`src/rtl/dsc_pkg.sv`:
```
package dsc_pkg;

    parameter int DEFAULT_PAIRS = 8;

    typedef enum logic [1:0] {
        PAIR_RUN   = 2'd0,
        PAIR_HALT  = 2'd1,
        PAIR_SLEEP = 2'd2
    } pair_mode_e;

    typedef struct packed {
        logic t_val;
        logic t_oe;
        logic c_val;
        logic c_oe;
    } leg_drive_t;

    function automatic logic apply_sense(input logic pin, input logic low_active);
        return pin ^ low_active;
    endfunction

    function automatic pair_mode_e next_mode(input logic pd_ok, input logic stop_ok,
                                             input logic stoppable);
        pair_mode_e m;
        if (pd_ok)                      m = PAIR_SLEEP;
        else if (stop_ok && stoppable)  m = PAIR_HALT;
        else                            m = PAIR_RUN;
        return m;
    endfunction

    function automatic leg_drive_t leg_drive(input pair_mode_e st, input logic en,
                                             input logic ph, input logic halt_float,
                                             input logic sleep_float);
        leg_drive_t d;
        d = '0;
        if (en) begin
            case (st)
                PAIR_RUN: begin
                    d.t_val = ph;
                    d.t_oe  = 1'b1;
                    d.c_val = ~ph;
                    d.c_oe  = 1'b1;
                end
                PAIR_HALT: begin
                    if (!halt_float) begin
                        d.t_val = 1'b1;
                        d.t_oe  = 1'b1;
                    end
                end
                PAIR_SLEEP: begin
                    if (!sleep_float) begin
                        d.t_val = 1'b1;
                        d.t_oe  = 1'b1;
                    end
                end
                default: d = '0;
            endcase
        end
        return d;
    endfunction

endpackage

```
`src/rtl/dsc_sync.sv`:
```
module dsc_sync #(
    parameter int W = 4
) (
    input  logic         clk,
    input  logic         rst,
    input  logic         low_active,
    input  logic [W-1:0] d,
    output logic [W-1:0] q
);
    import dsc_pkg::*;

    logic [W-1:0] s1, s2;

    genvar g;
    generate
        for (g = 0; g < W; g++) begin : g_bit
            always_ff @(posedge clk) begin
                if (rst) begin
                    s1[g] <= 1'b0;
                    s2[g] <= 1'b0;
                end else begin
                    s1[g] <= apply_sense(d[g], low_active);
                    s2[g] <= s1[g];
                end
            end
        end
    endgenerate

    assign q = s2;

endmodule

```
`src/rtl/dsc_debounce.sv`:
```
module dsc_debounce (
    input  logic clk,
    input  logic rst,
    input  logic sample_en,
    input  logic lvl,
    output logic accepted
);
    logic smp;
    logic acc_q;

    always_ff @(posedge clk) begin
        if (rst) begin
            smp   <= 1'b0;
            acc_q <= 1'b0;
        end else if (sample_en) begin
            smp <= lvl;
            if (lvl == smp) acc_q <= lvl;
        end
    end

    assign accepted = acc_q;

    // Accepted level moves only at a sample edge after two equal samples.
    assert_two_sample_R3: assert property (@(posedge clk) disable iff (rst)
        (acc_q != $past(acc_q)) |-> ($past(sample_en) && ($past(lvl) == $past(smp))))
        else $error("R3: accepted level changed without two agreeing samples");

    assert_stable_between_R3: assert property (@(posedge clk) disable iff (rst)
        !$past(sample_en) |-> $stable(acc_q))
        else $error("R3: accepted level changed off a sample edge");

endmodule

```
`src/rtl/dsc_pair.sv`:
```
module dsc_pair
    import dsc_pkg::*;
(
    input  logic clk,
    input  logic rst,
    input  logic tick,
    input  logic phase,
    input  logic pd_ok,
    input  logic stop_ok,
    input  logic stoppable,
    input  logic en,
    input  logic halt_float,
    input  logic sleep_float,
    output logic t_val,
    output logic t_oe,
    output logic c_val,
    output logic c_oe
);
    pair_mode_e st;
    leg_drive_t drv;

    always_ff @(posedge clk) begin
        if (rst)       st <= PAIR_RUN;
        else if (tick) st <= next_mode(pd_ok, stop_ok, stoppable);
    end

    always_comb drv = leg_drive(st, en, phase, halt_float, sleep_float);

    assign t_val = drv.t_val;
    assign t_oe  = drv.t_oe;
    assign c_val = drv.c_val;
    assign c_oe  = drv.c_oe;

    // State moves only at the complement falling edge (phase low before the edge).
    assert_shared_edge_R6: assert property (@(posedge clk) disable iff (rst)
        (st != $past(st)) |-> !$past(phase))
        else $error("R6: pair state changed off the shared edge");

    assert_halt_cause_R5: assert property (@(posedge clk) disable iff (rst)
        $rose(st == PAIR_HALT) |-> $past(stop_ok && stoppable && !pd_ok))
        else $error("R5: pair halted without an accepted stop");

    assert_sleep_wins_R8: assert property (@(posedge clk) disable iff (rst)
        (tick && pd_ok) |=> (st == PAIR_SLEEP))
        else $error("R8: power-down did not take the pair");

    assert_free_run_R4: assert property (@(posedge clk) disable iff (rst)
        (tick && !pd_ok && !stoppable) |=> (st == PAIR_RUN))
        else $error("R4: free-running pair left the running state");

    assert_restart_high_R6: assert property (@(posedge clk) disable iff (rst)
        ($fell(st == PAIR_HALT) && (st == PAIR_RUN) && en) |-> (t_val && t_oe))
        else $error("R6: restart did not begin with a high true leg");

    assert_opposite_legs_R10: assert property (@(posedge clk) disable iff (rst)
        (t_oe && c_oe) |-> (t_val != c_val))
        else $error("R10: both legs driven to the same level");

endmodule

```
`src/rtl/diffclk_stop_ctrl.sv`:
```
module diffclk_stop_ctrl
    import dsc_pkg::*;
#(
    parameter int PAIRS = DEFAULT_PAIRS
) (
    input  logic             clk,
    input  logic             rst,
    input  logic             polarity_strap,
    input  logic             stop_pin,
    input  logic             pwrdn_pin,
    input  logic [PAIRS-1:0] oe_pin,
    input  logic             cfg_stop_float,
    input  logic             cfg_pwrdn_float,
    input  logic [PAIRS-1:0] cfg_pair_en,
    input  logic [PAIRS-1:0] cfg_stoppable,
    output logic [PAIRS-1:0] clk_true,
    output logic [PAIRS-1:0] clk_comp,
    output logic [PAIRS-1:0] true_oe,
    output logic [PAIRS-1:0] comp_oe
);
    localparam int SW       = PAIRS + 2;
    localparam int IDX_STOP = PAIRS;
    localparam int IDX_PD   = PAIRS + 1;

    logic          low_active_q;
    logic          phase;
    logic [SW-1:0] sync_q;
    logic          stop_ok, pd_ok;
    logic [PAIRS-1:0] pair_en;

    always_ff @(posedge clk) begin
        if (rst) low_active_q <= polarity_strap;
    end

    always_ff @(posedge clk) begin
        if (rst) phase <= 1'b0;
        else     phase <= ~phase;
    end

    dsc_sync #(.W(SW)) i_sync (
        .clk        (clk),
        .rst        (rst),
        .low_active (low_active_q),
        .d          ({pwrdn_pin, stop_pin, oe_pin}),
        .q          (sync_q)
    );

    dsc_debounce i_deb_stop (
        .clk       (clk),
        .rst       (rst),
        .sample_en (phase),
        .lvl       (sync_q[IDX_STOP]),
        .accepted  (stop_ok)
    );

    dsc_debounce i_deb_pd (
        .clk       (clk),
        .rst       (rst),
        .sample_en (phase),
        .lvl       (sync_q[IDX_PD]),
        .accepted  (pd_ok)
    );

    assign pair_en = sync_q[PAIRS-1:0] & cfg_pair_en;

    genvar p;
    generate
        for (p = 0; p < PAIRS; p++) begin : g_pair
            dsc_pair i_pair (
                .clk         (clk),
                .rst         (rst),
                .tick        (~phase),
                .phase       (phase),
                .pd_ok       (pd_ok),
                .stop_ok     (stop_ok),
                .stoppable   (cfg_stoppable[p]),
                .en          (pair_en[p]),
                .halt_float  (cfg_stop_float),
                .sleep_float (cfg_pwrdn_float),
                .t_val       (clk_true[p]),
                .t_oe        (true_oe[p]),
                .c_val       (clk_comp[p]),
                .c_oe        (comp_oe[p])
            );
        end
    endgenerate

    // Strap is frozen once reset is released.
    assert_strap_held_R1: assert property (@(posedge clk) disable iff (rst)
        $stable(low_active_q))
        else $error("R1: strap capture changed outside reset");

    assert_undriven_low_R9: assert property (@(posedge clk) disable iff (rst)
        ((clk_true & ~true_oe) == '0) && ((clk_comp & ~comp_oe) == '0))
        else $error("R9: undriven leg reads nonzero");

endmodule

```
`config.mk`:
```
export PLATFORM = sky130hd
export DESIGN_NAME = diffclk_stop_ctrl
export DESIGN_NICKNAME = d
export VERILOG_FILES = /design/src/rtl/dsc_pkg.sv /design/src/rtl/dsc_sync.sv /design/src/rtl/dsc_debounce.sv /design/src/rtl/dsc_pair.sv /design/src/rtl/diffclk_stop_ctrl.sv
export SDC_FILE = /design/constraint.sdc
export NUM_CORES = 1
export LEC_CHECK = 0
export BUFFER_PORTS_ARGS = -buffer_cell sky130_fd_sc_hd__buf_4
export CELL_PAD_IN_SITES_DETAIL_PLACEMENT = 1
export CELL_PAD_IN_SITES_GLOBAL_PLACEMENT = 1
export CORE_UTILIZATION = 33
export CTS_CLUSTER_DIAMETER = 30
export DETAILED_ROUTE_END_ITERATION = 10
export HOLD_SLACK_MARGIN = 0.03
export PLACE_DENSITY_LB_ADDON = 0.3
export REMOVE_ABC_BUFFERS = 1
export SYNTH_ARGS = -nofsm -noshare
export SYNTH_HDL_FRONTEND = slang
export SYNTH_SLANG_ARGS = --single-unit
```
`constraint.sdc`:
```
create_clock -name clk -period 1.1 [get_ports clk]
set_input_delay 0.165 -clock clk [delete_from_list [all_inputs] [get_ports clk]]
set_output_delay 0.165 -clock clk [all_outputs]
set_load 0.05 [all_outputs]
```
# [After elaboration in Yosys (flattened, before gate mapping)]
# Index checks and enable logic that the tools add are counted.
[word_totals] reg_bits=42 wordCells=124 in_bits=31 out_inout_bits=32
[op_classes] n_mux=42 bitwise=12 reduce_logical=18 eq_ne=18
[ops] cell="one-hot mux 2 bit (3 select lines)" n=8
[ops] cell="two-way mux 2 bit" n=18
[ops] cell="two-way mux 4 bit" n=8
[ops] cell="equality test 2 x 1 -> 1 bit (second input constant)" n=8
[ops] cell="equality test 2 bit (second input constant)" n=8
[ops] cell="zero test 2 bit" n=8
[ops] cell="bitwise XOR 1 bit" n=10
[ops] cell="AND 8 bit" n=1
[ops] cell="logical AND 1 bit" n=8
[ops] cell="two-way mux 1 bit" n=8
[ops] cell="AND reduction 2 bit" n=2
[ops] cell="equality test 1 bit" n=2
[ops] cell="NOT 1 bit" n=1

# [Depth between registers and ports, before layout]
# Gate-level depths: netlist (run 1).
[depth] depth_word=3 mapped_depth=5 mapped_depth_nobuf=2

# [By module]
# From an unflattened synthesis (run 1), not the netlist that was laid out.
[unflattened] cells_unflattened=211 hier_area_um2=1954.4
[by_module_without_submodules] module="dsc_pair" instances=8 area_each_um2=131.4 seq_area_each_um2=40.0 cells_each=16
[by_module_without_submodules] module="dsc_sync" instances=1 area_each_um2=608.1 seq_area_each_um2=400.4 cells_each=53
[by_module_without_submodules] module="dsc_debounce" instances=2 area_each_um2=93.8 seq_area_each_um2=40.0 cells_each=9
[by_module_without_submodules] module="diffclk_stop_ctrl" instances=1 area_each_um2=107.6 seq_area_each_um2=50.0 cells_each=12

# [Worst setup path after synthesis (run 1)]
# No wires, ideal clock.
[synth_path] path_type="register to output" startpoint="register g_pair[5].i_pair.st[1] (netlist name)" endpoint="output port clk_comp[2]" path_buffers=3 stages_incl_launch_ff=6 path_slack_ns=-0.177 required_time_ns=0.935 arrival_time_ns=1.112 cell_sequence="dfxtp_1 > buf_6 > or2_1 > buf_6 > nor3_2 > buf_4"
[synth_lines] element="end: declaration" line="diffclk_stop_ctrl.sv:17" text="output logic [PAIRS-1:0] clk_comp,"

# [Worst setup path in the final report (run 1)]
[layout_path] startpoint="register g_pair[5].i_pair.st[1]" endpoint="output port clk_true[5]"
[layout_between] elab_chain_cells=3 word_cells_on_any_way=5 classes_between="eq/ne (2); mux (2); reduce/logical (1)"
[layout_rtl] element="start: declaration" line="dsc_pair.sv:19" text="pair_mode_e st;"
[layout_rtl] element="start signal: assignment" line="dsc_pair.sv:24" text="else if (tick) st <= next_mode(pd_ok, stop_ok, stoppable);"
[layout_rtl] element="equality test 2 bit, or another cell as far along" line="dsc_pkg.sv:37" text="case (st)"
[layout_rtl] element="one-hot mux 2 bit (3 select lines) *" line="dsc_pkg.sv:37"
[layout_rtl] element="two-way mux 4 bit *" line="dsc_pkg.sv:36" text="if (en) begin"
[layout_rtl] element="end: declaration" line="diffclk_stop_ctrl.sv:16" text="output logic [PAIRS-1:0] clk_true,"
# Every way passes the cells marked *; elsewhere a longest branch is shown, timed or not.

==> results of run 1 <==
metrics by stage:
stage                     worst slack, ns  std cells  utilization  cell area, µm²
after floorplan                     -1.17        171            -            1600
after global placement             -0.195        324        0.412            2300
after detailed placement           -0.250        324        0.412            2300
after CTS                          -0.482        336        0.473            2640
after global routing               -0.544        338        0.499            2780
final                              -0.487        338        0.499            2780
worst reg2reg max path, delay by kind of cell (launching register included):
| family | cells | cell delay, ns |
|---|---|---|
| flip-flops | 1 | 0.37 |
| buffers and inverters | 1 | 0.24 |
| AND/OR/NAND/NOR | 1 | 0.20 |
| AO/OA/AOI/OAI | 1 | 0.09 |
worst paths after layout:
check,from,end,slack (ns),depth (start not counted)
worst max-delay path,g_pair[5].i_pair.st[1]$_SDFFE_PP0N_,clk_true[5],-0.49,4
worst min-delay path,polarity_strap,low_active_q$_DFFE_PP_,0.06,1
worst max register to register,phase$_SDFF_PP0_,i_deb_stop.accepted$_SDFFE_PP0P_,0.06,3
worst min register to register,i_sync.s1[2]$_SDFF_PP0_,i_sync.q[2]$_SDFF_PP0_,0.44,1
area by class of cell:
cell class / instances / area, µm²
fill: 645 / 2790
multi-input combinational: 134 / 1050
timing repair buffer: 87 / 796
sequential: 35 / 723
tap: 72 / 90.1
clock buffer: 6 / 82.6
clock inverter: 2 / 35.0
inverter: 2 / 7.51
cells by family after synthesis:
logic type,Yosys count
and+or+nand+nor,85
DFF,35
muxes,3
AOI/OAI and AO/OA,36
xor gates and xnor gates,10
buffers and inverters,48
per-layer routing:
layer	vias to the layer above	part of all wire
li1	793	-
met1	725	0.43
met2	43	0.51
met3	8	0.039
met4	0	0.017
met5	-	0
repair_timing:
action / 4_1_cts / 5_1_grt
resized for setup: 47 / 32
endpoints found under the setup margin: 32 / 33
pin swaps: 10 / 7
setup buffers: 4 / 3
registers in the layout, indices dropped and copies added (netlist names):
| signal | cells |
|---|---|
| g_pair.i_pair.st | 9 |
| i_deb_pd.accepted | 1 |
| i_sync.q | 10 |
| i_deb_stop.smp | 1 |
| low_active_q | 1 |
| phase | 1 |
| i_deb_stop.accepted | 1 |
| i_sync.s1 | 10 |
| i_deb_pd.smp | 1 |
cells in the final DEF (no fill, tap or decap):
cell,instances
nand4bb_1,8
clkbuf_8,6
a211oi_2,8
nand2_2,1
clkinv_2,1
nand2b_1,2
nor3_1,7
or2_4,3
a21oi_2,7
nor2_1,14
nor3_2,6
buf_8,1
a21oi_1,11
buf_6,36
nand2_1,15
inv_1,2
nor3_4,11
buf_4,50
o32ai_2,1
mux2i_1,3
bufinv_16,1
dfxtp_1,30
or2_1,2
o32ai_1,1
dfxtp_2,1
or2_2,4
edfxtp_1,1
dfxtp_4,3
xnor2_1,10
a21o_1,8
nor2b_1,12
where the power goes:
part           total, mW  internal, mW  switching [mW]
Combinational      0.586         0.259           0.327
Sequential          1.35          1.33          0.0229
Clock               1.17         0.733           0.442
Total               3.12          2.32           0.792
==> out/metrics.yaml, run 1 <==
timing:
  worst_slack_ns: -0.487
  finalSetupViolCount: 32
  rsz0062_at_grt: "true"
  drv_slew: 0
  holdWs_ns: 0.0584
  max_freq_mhz: 630
  slew-limit-headroom: 0.757
  setup_tns_ns: -12.58
  skew_ns: 0.00613
  period_minus_slack_ns: 1.59
  period_share: 1.44
  worst_slew_pin_slew_ns: 0.365
  hold_viol: 0
yosys:
  yosysMostFrequentCell: "buf_4"
  synth_xor_area_frac: 0.0453
  synth_top_family_by_area: "simple AND/OR/NAND/NOR gates"
  syn-cell-area_um2: 1930
  netlist_instances: 217
  synthTopCellsByCount: "35 x buf_4, 34 x dfxtp_1, 18 x a21oi_1"
  synth_edf_count: 1
  synth_top_area_frac: 0.352
  netlist_top_cells_area: "dfxtp_1 35%, buf_4 14%, a21oi_1 4.7%"
  synth-seq-cells: 35
  yosysTopAreaCell: "dfxtp_1"
  synth_compound_area_frac: 0.133
  synth-simple-area-share: 0.262
  synth_ff_type: "dfxtp_1"
  yosys.area_share.adder: 0
  async_flop_share: 0
  yosysUniqueCellTypes: 23
  synthMuxAreaShare: 0.0155
  yosys_warnings: 0
  ys_seq_area_frac: 0.368
  synth.avg_cell_area_um2: 8.91
power_and_ir_drop:
  p_total_mw: 3.12
  vdd_ir_drop_max_uv: 529
  power.density_nw_per_um2: 1120
  p_leak_nw: 1.17
floorplanning:
  row_count: 27
  pin_count: 63
  fp.dieH_um: 78.5
  coreArea_um2: 5570
  die_width_um: 78.5
  floorplan.initialDensity: 0.347
  dieArea_um2: 6170
global_route:
  groute.usage.overall: 0.154
  grt_pass1_vias: 1592
  grt_antenna_before_repair: 0
  grt_max_degree: 38
  grt_overflow: 0
  met1_usage: 0.188
  grt_util_met3: 0.0349
  grt_pass1_wl_um: 7440
  busiest_layer: "met2"
  met2_usage: 0.263
critical_path:
  end_kind: "output port"
  path_max_fanout: 11
  arrival_ns: 1.42
  startpoint_type: "flip-flop"
  worst-setup-path-type: "reg -> out"
  crit_slowest_cell: "dfxtp_4"
  max_stage_delay_ns: 0.37
  crit_chain: "buf_8 > a21o_1 > a211oi_2 > buf_6"
  required_ns: 0.94
  worst-path-buf-inv: 2
  crit_family: "compound AO/OA/AOI/OAI gates"
finish:
  layout-drive-gt1-share: 0.526
  area_growth_syn_to_layout_pct: 44.0
  diodes: 0
  nNetsFinal: 296
cts:
  hold_buffers: 0
  htree_levels: 2
  insertion_delay_ns: 0.28
  cts.sinks: 35
  clockBufferDepth: 2
  root_buffer: "clkbuf_8"
  clk_pin_slew_ns: 0.07
  cts_tree: "done"
  cts_buffers: 5
placement:
  routabilityCongestion: 0.701
  port_buffers: 62
  place_hpwl_um: 3360
status:
  status: "complete, but fails checks"
  violations: "negative setup slack"
route:
  wl_um: 4700
  route.antenna.remaining_nets: 0
  vias: 1569
  drt_first_pass_iters: 4
  viasPerCell: 4.64
  drt-initial-drc-count: 40
  route.detailed.drc: 0
  wl_per_cell_um: 13.9
run:
  cap_violations: 0
worst_hold_path:
  hp-class: "in -> reg"
Power figures use the tool's default switching activity.
==> inputs of run 2 (changes only) <==
--- a/config.mk
+++ b/config.mk
@@ -8,12 +8,12 @@
 export BUFFER_PORTS_ARGS = -buffer_cell sky130_fd_sc_hd__buf_4
 export CELL_PAD_IN_SITES_DETAIL_PLACEMENT = 1
 export CELL_PAD_IN_SITES_GLOBAL_PLACEMENT = 1
+export CORE_ASPECT_RATIO = 0.7
 export CORE_UTILIZATION = 33
 export CTS_CLUSTER_DIAMETER = 30
 export DETAILED_ROUTE_END_ITERATION = 10
 export HOLD_SLACK_MARGIN = 0.03
-export PLACE_DENSITY_LB_ADDON = 0.3
-export REMOVE_ABC_BUFFERS = 1
+export PLACE_DENSITY_LB_ADDON = 0.1
 export SYNTH_ARGS = -nofsm -noshare
 export SYNTH_HDL_FRONTEND = slang
 export SYNTH_SLANG_ARGS = --single-unit
==> out/metrics.yaml, run 2 (synthesized netlist as in run 1, its figures left out) <==
status:
  status: "complete, but fails checks"
  violations: "negative setup slack"
critical_path:
  crit-reg2reg-capture: "i_deb_stop.accepted$_SDFFE_PP0P_"
  startpoint_type: "flip-flop"
  end_kind: "output port"
  r2r-start: "phase$_SDFF_PP0_"
  path_max_fanout: 12
  worstRegToRegCells: 5
  worst-setup-path-type: "reg -> out"
  arrival_ns: 1.43
  required_ns: 0.94
  rrSetupSlack_ns: -0.07
finish:
  fin_util: 0.531
  layoutNonFillerInstCount: 345
  seqCellArea_um2: 721
  layout-drive-gt1-share: 0.564
  multi_input_area_um2: 1110
  nNetsFinal: 303
  mostFrequentLayoutCells: "53 x buf_4, 38 x buf_6, 28 x dfxtp_1, 15 x nand2_1"
  diodes: 0
  fillers: 623
  area_growth_syn_to_layout_pct: 49.6
  postLayoutCellArea_um2: 2890
  final_common_cell: "buf_4"
power_and_ir_drop:
  vdd_ir_drop_max_uv: 697
  swShare: 0.285
  pwr-share-seq: 0.466
  power.density_nw_per_um2: 1010
  p_switching_uw: 831
  p_leak_nw: 1.20
  p_int_mw: 2.09
  p_comb_frac: 0.223
  pwr-share-clk: 0.310
timing:
  hold_viol: 0
  slew-limit-headroom: 0.731
  skew_ns: 0.00462
  max_freq_mhz: 627
  period_minus_slack_ns: 1.59
  rsz0062_at_grt: "true"
  worst_slack_ns: -0.495
  finalSetupViolCount: 34
  worst_slew_pin_slew_ns: 0.402
  period_share: 1.45
  drv_slew: 0
  holdWs_ns: 0.0533
global_route:
  grt_pass1_vias: 1611
  grt_antenna_before_repair: 0
  grt_max_degree: 38
  grt_overflow: 0
  groute.usage.overall: 0.158
  grt_pass1_wl_um: 7490
floorplanning:
  row_count: 22
  dieArea_um2: 6170
  fp.dieH_um: 66.0
  floorplan.initialDensity: 0.355
  coreArea_um2: 5450
  pin_count: 63
  die_width_um: 93.5
placement:
  routabilityCongestion: 0.712
  place_inst: 334
  port_buffers: 62
  place_area_um2: 2500
  place_hpwl_um: 3330
cts:
  clk_pin_slew_ns: 0.07
  root_buffer: "clkbuf_8"
  cts_tree: "done"
  htree_levels: 2
  clockBufferDepth: 2
  insertion_delay_ns: 0.29
  hold_buffers: 0
  cts_buffers: 5
  cts.sinks: 35
worst_hold_path:
  hold_depth: 1
  hp-start: "polarity_strap"
  min_to: "low_active_q$_DFFE_PP_"
  hp-class: "in -> reg"
route:
  wl_um: 4660
  route.detailed.drc: 0
  wl_per_cell_um: 13.5
  viasPerCell: 4.65
  route.antenna.remaining_nets: 0
  drt-initial-drc-count: 60
  vias: 1604
  drt_first_pass_iters: 4
run:
  cap_violations: 0
yosys:
  synthesis.nets: 248
run 2: layer usage:
| layer | track usage | routed length (µm) |
|---|---|---|
| met2 | 0.266 | 2120 |
| met1 | 0.197 | 2240 |
| met4 | 0.0462 | 47 |
| met5 | 0 | 0 |
| met3 | 0.0483 | 254 |
run 2: critical path, stage by stage (launching register included):
cell,delay (ns)
dfxtp_2,0.35
buf_6,0.15
a21o_1,0.18
a211oi_2,0.26
buf_6,0.20
run 2: stage by stage:
stage | setup WS (ns) | power, mW | TNS, ns
after detailed placement | -0.195 | 1.96 | -3.99
after CTS | -0.445 | 2.92 | -12.64
after floorplan | -0.139 | 1.82 | -2.10
after global placement | -0.169 | 1.96 | -3.79
final | -0.495 | 2.92 | -12.75
after global routing | -0.548 | 3.07 | -14.59
run 2: worst max-delay path by stage:
stage	startpoint	end	slack, ns	depth (start not counted)
6_report	g_pair[5].i_pair.st[1]$_SDFFE_PP0N_	clk_true[4]	-0.49	4
5_1_grt	g_pair[5].i_pair.st[1]$_SDFFE_PP0N_	clk_true[4]	-0.55	4
2_1_floorplan	g_pair[4].i_pair.st[0]$_SDFFE_PP0N_	clk_true[4]	-0.14	3
3_5_place_dp	g_pair[5].i_pair.st[1]$_SDFFE_PP0N_	clk_true[6]	-0.20	4
4_1_cts	g_pair[5].i_pair.st[1]$_SDFFE_PP0N_	clk_true[6]	-0.44	4
3_3_place_gp	phase$_SDFF_PP0_	clk_comp[6]	-0.17	4
run 2: cell type report:
class	count	share of cell area
inverter	2	0.00260
sequential	35	0.249
clock buffer	6	0.0251
tap	72	0.0311
clock inverter	2	0.00433
timing repair buffer	94	0.304
multi-input combinational	134	0.383
run 2: timing repair:
action / in CTS / in global routing
buffers inserted: 0 / 2
resized for setup: 46 / 22
setup endpoints to repair: 33 / 35
cloned: 0 / 1
pin swaps: 5 / 7
run 2: power by group through the flow:
stage	combinational [mW]	clock [mW]	sequential, mW
after global placement	0.569	0	1.39
after floorplan	0.443	0	1.38
after global routing	0.698	1.01	1.37
after detailed placement	0.573	0	1.39
final	0.652	0.906	1.36
after CTS	0.615	0.951	1.36
